<file path="config.mk">
export PLATFORM = sky130hd
export DESIGN_NAME = sweep_gate_detect
export DESIGN_NICKNAME = d
export VERILOG_FILES = /design/src/rtl/sgd_pkg.sv /design/src/rtl/sgd_sync.sv /design/src/rtl/sgd_edge.sv /design/src/rtl/sgd_main_fsm.sv /design/src/rtl/sgd_dly_fsm.sv /design/src/rtl/sweep_gate_detect.sv
export SDC_FILE = /design/constraint.sdc
export NUM_CORES = 1
export LEC_CHECK = 0
export CORE_MARGIN = 5
export CORE_UTILIZATION = 33
export CTS_CLUSTER_DIAMETER = 50
export DETAILED_ROUTE_END_ITERATION = 10
export GPL_TIMING_DRIVEN = 0
export PLACE_DENSITY_LB_ADDON = 0.2
export SLEW_MARGIN = 20
export SYNTH_ARGS = -nofsm -noshare
export SYNTH_HDL_FRONTEND = slang
export SYNTH_HIERARCHICAL = 1
export SYNTH_SLANG_ARGS = --single-unit
</file>
<file path="constraint.sdc">
create_clock -name clk -period 2.17 [get_ports clk]
set_clock_uncertainty 0.1 [all_clocks]
set_input_delay 0.434 -clock clk [delete_from_list [all_inputs] [get_ports clk]]
set_output_delay 0.434 -clock clk [all_outputs]
set_load 0.02 [all_outputs]
</file>
<file path="src/rtl/sgd_pkg.sv">
package sgd_pkg;

    // Main-gate latch states
    typedef enum logic [1:0] {
        MG_WAIT_FALL = 2'd0,
        MG_PRIMED    = 2'd1,
        MG_CAPTURED  = 2'd2
    } mg_state_t;

    // Delayed-gate latch states
    typedef enum logic {
        DG_CLEAR = 1'b0,
        DG_SET   = 1'b1
    } dg_state_t;

    // Bit positions inside the synchronized input bundle
    localparam int IDX_MAIN = 0;
    localparam int IDX_DLY  = 1;
    localparam int IDX_ARM  = 2;
    localparam int IDX_CLR  = 3;
    localparam int N_INPUTS = 4;

endpackage

</file>
<file path="src/rtl/sgd_sync.sv">
// Multi-flop synchronizer for one asynchronous input.
module sgd_sync #(
    parameter int   STAGES  = 2,
    parameter logic RST_VAL = 1'b0
) (
    input  logic clk,
    input  logic rst_n,
    input  logic d,
    output logic q
);
    logic [STAGES-1:0] chain_q;

    always_ff @(posedge clk or negedge rst_n) begin
        if (!rst_n) begin
            chain_q <= {STAGES{RST_VAL}};
        end else begin
            chain_q[0] <= d;
            for (int i = 1; i < STAGES; i++) begin
                chain_q[i] <= chain_q[i-1];
            end
        end
    end

    assign q = chain_q[STAGES-1];
endmodule

</file>
<file path="src/rtl/sgd_edge.sv">
// Edge detector over a vector of already-synchronized levels.
module sgd_edge #(
    parameter int             WIDTH   = 2,
    parameter logic [WIDTH-1:0] RST_VAL = '0
) (
    input  logic             clk,
    input  logic             rst_n,
    input  logic [WIDTH-1:0] lvl,
    output logic [WIDTH-1:0] rose,
    output logic [WIDTH-1:0] fell
);
    logic [WIDTH-1:0] prev_q;

    always_ff @(posedge clk or negedge rst_n) begin
        if (!rst_n) prev_q <= RST_VAL;
        else        prev_q <= lvl;
    end

    always_comb begin
        rose = lvl & ~prev_q;
        fell = ~lvl & prev_q;
    end
endmodule

</file>
<file path="src/rtl/sgd_main_fsm.sv">
// Main-gate detect latch: needs fall then rise while armed; wiped on clear edge.
module sgd_main_fsm
    import sgd_pkg::*;
(
    input  logic clk,
    input  logic rst_n,
    input  logic gate_rise,
    input  logic gate_fall,
    input  logic armed,
    input  logic clr_lead,
    output logic hit
);
    mg_state_t state_q, state_d;

    // State register
    always_ff @(posedge clk or negedge rst_n) begin
        if (!rst_n) state_q <= MG_WAIT_FALL;
        else        state_q <= state_d;
    end

    // Next-state logic; WIPE has priority over every other transition
    always_comb begin
        state_d = state_q;
        if (clr_lead) begin
            state_d = MG_WAIT_FALL;                    // WIPE
        end else begin
            unique case (state_q)
                MG_WAIT_FALL: if (gate_fall) state_d = MG_PRIMED;   // ARM
                MG_PRIMED: begin
                    if (gate_rise && armed)  state_d = MG_CAPTURED; // CAPTURE
                    else if (gate_rise)      state_d = MG_WAIT_FALL; // DISCARD
                end
                MG_CAPTURED:  state_d = MG_CAPTURED;
                default:      state_d = MG_WAIT_FALL;
            endcase
        end
    end

    // Output decode
    always_comb begin
        hit = (state_q == MG_CAPTURED);
    end
endmodule

</file>
<file path="src/rtl/sgd_dly_fsm.sv">
// Delayed-gate detect latch: level set, level held clear.
module sgd_dly_fsm
    import sgd_pkg::*;
(
    input  logic clk,
    input  logic rst_n,
    input  logic gate_low,
    input  logic clr_hold,
    output logic hit
);
    dg_state_t state_q, state_d;

    always_ff @(posedge clk or negedge rst_n) begin
        if (!rst_n) state_q <= DG_CLEAR;
        else        state_q <= state_d;
    end

    always_comb begin
        state_d = state_q;
        if (clr_hold) begin
            state_d = DG_CLEAR;                        // HOLD_CLEAR
        end else begin
            unique case (state_q)
                DG_CLEAR: if (gate_low) state_d = DG_SET;   // SET
                DG_SET:   state_d = DG_SET;
                default:  state_d = DG_CLEAR;
            endcase
        end
    end

    always_comb begin
        hit = (state_q == DG_SET);
    end
endmodule

</file>
<file path="src/rtl/sweep_gate_detect.sv">
module sweep_gate_detect
    import sgd_pkg::*;
#(
    parameter int SYNC_STAGES    = 2,
    parameter bit CLR_ACTIVE_LOW = 1'b1
) (
    input  logic clk,
    input  logic rst_n,
    input  logic main_gate_i,
    input  logic dly_gate_i,
    input  logic arm_n_i,
    input  logic clr_i,
    output logic main_hit_o,
    output logic dly_hit_o
);
    localparam logic CLR_IDLE = CLR_ACTIVE_LOW ? 1'b1 : 1'b0;
    // Reset levels chosen so no spurious edge or set appears while chains fill
    localparam logic [N_INPUTS-1:0] SYNC_RST = {CLR_IDLE, 1'b1, 1'b1, 1'b0};

    logic [N_INPUTS-1:0] raw_in;
    logic [N_INPUTS-1:0] sync_lvl;
    logic [1:0]          edge_rose;
    logic [1:0]          edge_fell;
    logic                main_rise, main_fall;
    logic                armed, dly_low;
    logic                clr_act, clr_lead;

    assign raw_in = {clr_i, arm_n_i, dly_gate_i, main_gate_i};

    for (genvar g = 0; g < N_INPUTS; g++) begin : g_sync
        sgd_sync #(
            .STAGES (SYNC_STAGES),
            .RST_VAL(SYNC_RST[g])
        ) u_sync (
            .clk  (clk),
            .rst_n(rst_n),
            .d    (raw_in[g]),
            .q    (sync_lvl[g])
        );
    end

    // Edges are needed only for the main gate (bit 0) and the clear (bit 1)
    sgd_edge #(
        .WIDTH  (2),
        .RST_VAL({CLR_IDLE, 1'b0})
    ) u_edge (
        .clk  (clk),
        .rst_n(rst_n),
        .lvl  ({sync_lvl[IDX_CLR], sync_lvl[IDX_MAIN]}),
        .rose (edge_rose),
        .fell (edge_fell)
    );

    assign main_rise = edge_rose[0];
    assign main_fall = edge_fell[0];
    assign armed     = ~sync_lvl[IDX_ARM];
    assign dly_low   = ~sync_lvl[IDX_DLY];

    if (CLR_ACTIVE_LOW) begin : g_clr_low
        assign clr_act  = ~sync_lvl[IDX_CLR];
        assign clr_lead = edge_fell[1];
    end else begin : g_clr_high
        assign clr_act  = sync_lvl[IDX_CLR];
        assign clr_lead = edge_rose[1];
    end

    sgd_main_fsm u_main (
        .clk      (clk),
        .rst_n    (rst_n),
        .gate_rise(main_rise),
        .gate_fall(main_fall),
        .armed    (armed),
        .clr_lead (clr_lead),
        .hit      (main_hit_o)
    );

    sgd_dly_fsm u_dly (
        .clk     (clk),
        .rst_n   (rst_n),
        .gate_low(dly_low),
        .clr_hold(clr_act),
        .hit     (dly_hit_o)
    );
endmodule


</file>
# Word level (Yosys, flattened, before mapping)
# Index checks and enable logic that the tools add are counted.
[totals] inputBits=6 elab_cells=28 reg_bits=13 out_inout_bits=2
[op_classes] muxes=8 bitwise_logic=6 eq_ne=4 reduce_logical=3
[op_table] op="$mux 2" count=4
[op_table] op="$pmux 2 s3" count=1
[op_table] op="$ne 4x3->1 const B" count=1
[op_table] op="$ne 3x3->1 const B" count=1
[op_table] op="$not 1->1" count=3
[op_table] op="$and 2x2->2" count=1
[op_table] op="$eq 2x1->1 const B" count=1
[op_table] op="$eq 2x2->1 const B" count=1
[op_table] op="$logic_not 2->1" count=1
[op_table] op="$mux 1" count=2
[op_table] op="$not 2->2" count=1
[op_table] op="$pmux 1 s2" count=1
[op_table] op="$reduce_and 2->1" count=1
[op_table] op="$and 1x1->1" count=1
[op_table] op="$logic_and 1x1->1" count=1

# Depth between registers and ports, before layout
[depth] depth_word=6 mapped_depth=3 mapped_depth_nobuf=3

# Cells and area by module
# Netlist, hierarchy kept.
[by_module_without_submodules] mod="sgd_sync at g_sync[1].u_sync ..." seq_area_each_um2=52.6 n_inst=3 area_per_inst_um2=52.6 cells_each=2
[by_module_without_submodules] mod="sgd_main_fsm" seq_area_each_um2=50.0 n_inst=1 area_per_inst_um2=87.6 cells_each=8
[by_module_without_submodules] mod="sgd_edge" seq_area_each_um2=51.3 n_inst=1 area_per_inst_um2=86.3 cells_each=6
[by_module_without_submodules] mod="sgd_sync at g_sync[0].u_sync" seq_area_each_um2=50.0 n_inst=1 area_per_inst_um2=50.0 cells_each=2
[by_module_without_submodules] mod="sgd_dly_fsm" seq_area_each_um2=25.0 n_inst=1 area_per_inst_um2=35.0 cells_each=2
[by_module_without_submodules] mod="sweep_gate_detect" seq_area_each_um2=0.0 n_inst=1 area_per_inst_um2=11.3 cells_each=3

# Least setup slack after synthesis
# OpenSTA, ideal clock, no wires.
[synth_timing] kind="register to register" from="register g_sync[3].u_sync.chain_q[1]" to="register u_main.state_q[0]" n_path_buf=0 t_arrival_ns=1.010 setup_time_ns=0.122 setup_slack_ns=0.938 synth_period_minus_slack_ns=1.232 stages_incl_launch_ff=3 required_ns=1.948 path_cell_list="dfstp_2 and2b_2 a2111oi_1"
[synth_between] elab_chain_len=4 word_cells_on_any_way=6 cone_classes="eq/ne: 2; mux: 1; bitwise: 2; reduce/logical: 1"
[synth_rtl] item="start: declaration" line="sgd_sync.sv:11" rtl="logic [STAGES-1:0] chain_q;"
[synth_rtl] item="start signal: assignment" line="sgd_sync.sv:15" rtl="chain_q <= {STAGES{RST_VAL}};"
[synth_rtl] item="start signal: indexed assignment" line="sgd_sync.sv:19" rtl="chain_q[i] <= chain_q[i-1];"
[synth_rtl] item="$not 2->2 *" line="sgd_edge.sv:21" rtl="fell = ~lvl & prev_q;"
[synth_rtl] item="$and 2x2->2 *" line="sgd_edge.sv:21"
[synth_rtl] item="via edge_fell[1]" line="sweep_gate_detect.sv:23" rtl="logic [1:0] edge_fell;"
[synth_rtl] item="$ne 4x3->1 (no source line) or $ne 3x3->1 (tied branches)"
[synth_rtl] item="$reduce_and 2->1 (no source line)"
[synth_rtl] item="end signal: assignment" line="sgd_main_fsm.sv:18" rtl="else state_q <= state_d;"
[synth_rtl] item="end: declaration" line="sgd_main_fsm.sv:13" rtl="mg_state_t state_q, state_d;"
# The timed path passes the listed nets; every way through them passes the cells marked *.
# A chain may end at the register's enable or synchronous reset.

# Final worst setup path
[layout_timing] from="register u_main.state_q[0]" to="output main_hit_o"
[layout_between] elab_chain_len=1
[layout_rtl] item="$eq 2x2->1" line="sgd_main_fsm.sv:41" rtl="hit = (state_q == MG_CAPTURED);"
[layout_rtl] item="end: declaration" line="sweep_gate_detect.sv:13" rtl="output logic main_hit_o,"
# Every way passes these cells.

==> flow_summary.yaml <==
status:
  outcome: "finished clean"
detailed_routing:
  vias: 216
  wl_per_cell_um: 10.2
  remaining_drc_errors: 0
  drt_first_pass_iters: 1
  drtIter0Drc: 0
  routed_wl_um: 518
  avgViaCountPerCell: 4.24
  detail-route-antenna-nets: 0
clock_tree:
  cts_num_sinks: 13
  cts_setup_buffers: 0
  ctsHoldBuffers: 0
  clk-insertion-delay-late_ps: 260
  tritoncts: "built"
  clock_path_buffers: 2
  cts_root_buf: "clkbuf_4"
  path_clk_slew_ps: 80
  cts_buffers: 3
  cts_resized: 0
  htree_levels: 1
grt:
  use_met2: 0.100
  grt_start_max_net_pins: 14
  grt_pass1_wl_um: 855
  gr-total-overflow: 0
  grtUsageMet3: 0.0237
  grt_use_met1: 0.0590
  grt_usage: 0.0612
  grt-busiest-layer: "met2"
  grt_antenna_before_repair: 0
  grt_pass1_vias: 235
cells_and_area:
  num_antenna_cells: 0
  fin_cells: 51
  n_fill_cell: 100
  post-route-util: 0.462
  syn_to_final_growth_pct: 27.5
  drive_gt1_frac: 0.378
  final_nets: 44
worst_hold_path:
  min-delay-start: "g_sync[3].u_sync/chain_q[0]$_DFF_PN1_"
  hold_path_depth: 0
  hp-class: "reg2reg"
  min_to: "g_sync[3].u_sync/chain_q[1]$_DFF_PN1_"
timing:
  fin_crit_sh: 0.931
  fin_crit_ps: 2020
  setup_slack_ps: 150
  slew_headroom: 0.647
  hold_violations: 0
  tightest_slew_ps: 528
  rsz0062_at_grt: "false"
  setup_tns_ps: 0
  slew_viol_final: 0
  fmax_mhz: 495
  hold_ws_ps: 257
  finalSetupViolations: 0
setup_path:
  r2r_start: "g_sync[3].u_sync/chain_q[1]$_DFF_PN1_"
  rrSetupSlack_ps: 860
  cp-end-kind: "output port"
  critPathTopFamily: "buffers and inverters"
  reg2reg_to: "u_main/state_q[0]$_DFFE_PN0P_"
  cp-startpoint: "u_main/state_q[0]$_DFFE_PN0P_"
  criticalPathCategory: "reg2out"
  critPathRequiredTime_ps: 1640
  crit_chain: "nand2b_1 -> inv_1 -> clkdlybuf4s50_1"
  worstPathArrival_ps: 1490
  path_buf_inv: 2
  crit_fanout: 4
  slowest_delay_ps: 590
  start_kind: "flip-flop"
  rr_worst_depth: 2
  slowest_stage: "clkdlybuf4s50_1"
floorplanning:
  start_util: 0.363
  io-pin-count: 8
  die_area_mm2: 0.00208
  core-area_mm2: 0.00116
  rows: 12
  die_h_um: 45.6
  die_w_um: 45.6
power:
  peakVddDrop_mv: 0.371
  power_density_mw_per_mm2: 830
  p_leak_uw: 0.000247
place:
  pre_cts_slack_ps: 431
  gp_congestion: 0.627
  place_inst: 47
  portBuffers: 7
logic_synthesis:
  synth_area_um2: 419
  yosysWarningCount: 6
  post_synth.cell_area_avg_um2: 16.1
  synth_nets: 32
  synthCells: 26
flow_run:
  max_cap_violations: 0
## flip-flops by register name, indices dropped and copies added, names as in the netlist
register	count
g_sync.u_sync/chain_q	8
u_edge/prev_q	2
u_main/state_q	2
u_dly/hit	1
## cells in the final DEF (no fill, tap or decap), types with 3 or more instances in the layout
cell and instances:
clkdlybuf4s50_1 7, dfstp_2 7, clkbuf_4 3, dfrtp_1 6
inv_1 4, and2b_2 3
## stage by stage
| stage | cell area [µm²] | power [µW] |
|---|---|---|
| floorplan | 419 | 288 |
| global placement | 507 | 307 |
| detailed placement | 507 | 310 |
| CTS | 534 | 453 |
| global route | 534 | 466 |
| finish | 534 | 443 |
## power breakdown
group          leakage (µW)  total (µW)  switching, µW  internal, µW
registers          0.000147         270           7.42           262
logic             0.0000819        34.6           14.3          20.2
clock network     0.0000177         139           71.0          68.0
total              0.000247         443           92.8           351
## routing by layer
metal,wire length (µm),part of all wire,vias up
li1,-,-,103
met1,194,0.37,105
met2,283,0.55,8
met3,41,0.079,0
met4,0,0,0
met5,0,0,-
## layout make-up
type	count	area (µm²)	area share
flip-flops and latches	13	334	0.625
multi-input cells	9	70.1	0.131
repair buffers	7	70.1	0.131
clock buffers	3	22.5	0.0422
well taps	14	17.5	0.0328
inverters	4	15.0	0.0281
clock inverters	1	5.00	0.00937
## worst max path at each step
stage | depth (start not counted) | endpoint | slack [ps]
6_report | 3 | main_hit_o | 150
5_1_grt | 3 | main_hit_o | 90
4_1_cts | 3 | main_hit_o | 130
3_5_place_dp | 3 | main_hit_o | 430
3_3_place_gp | 3 | main_hit_o | 460
2_1_floorplan | 2 | u_main/state_q[0]$_DFFE_PN0P_ | 950
Note: power is estimated with default switching activity, not from simulation.
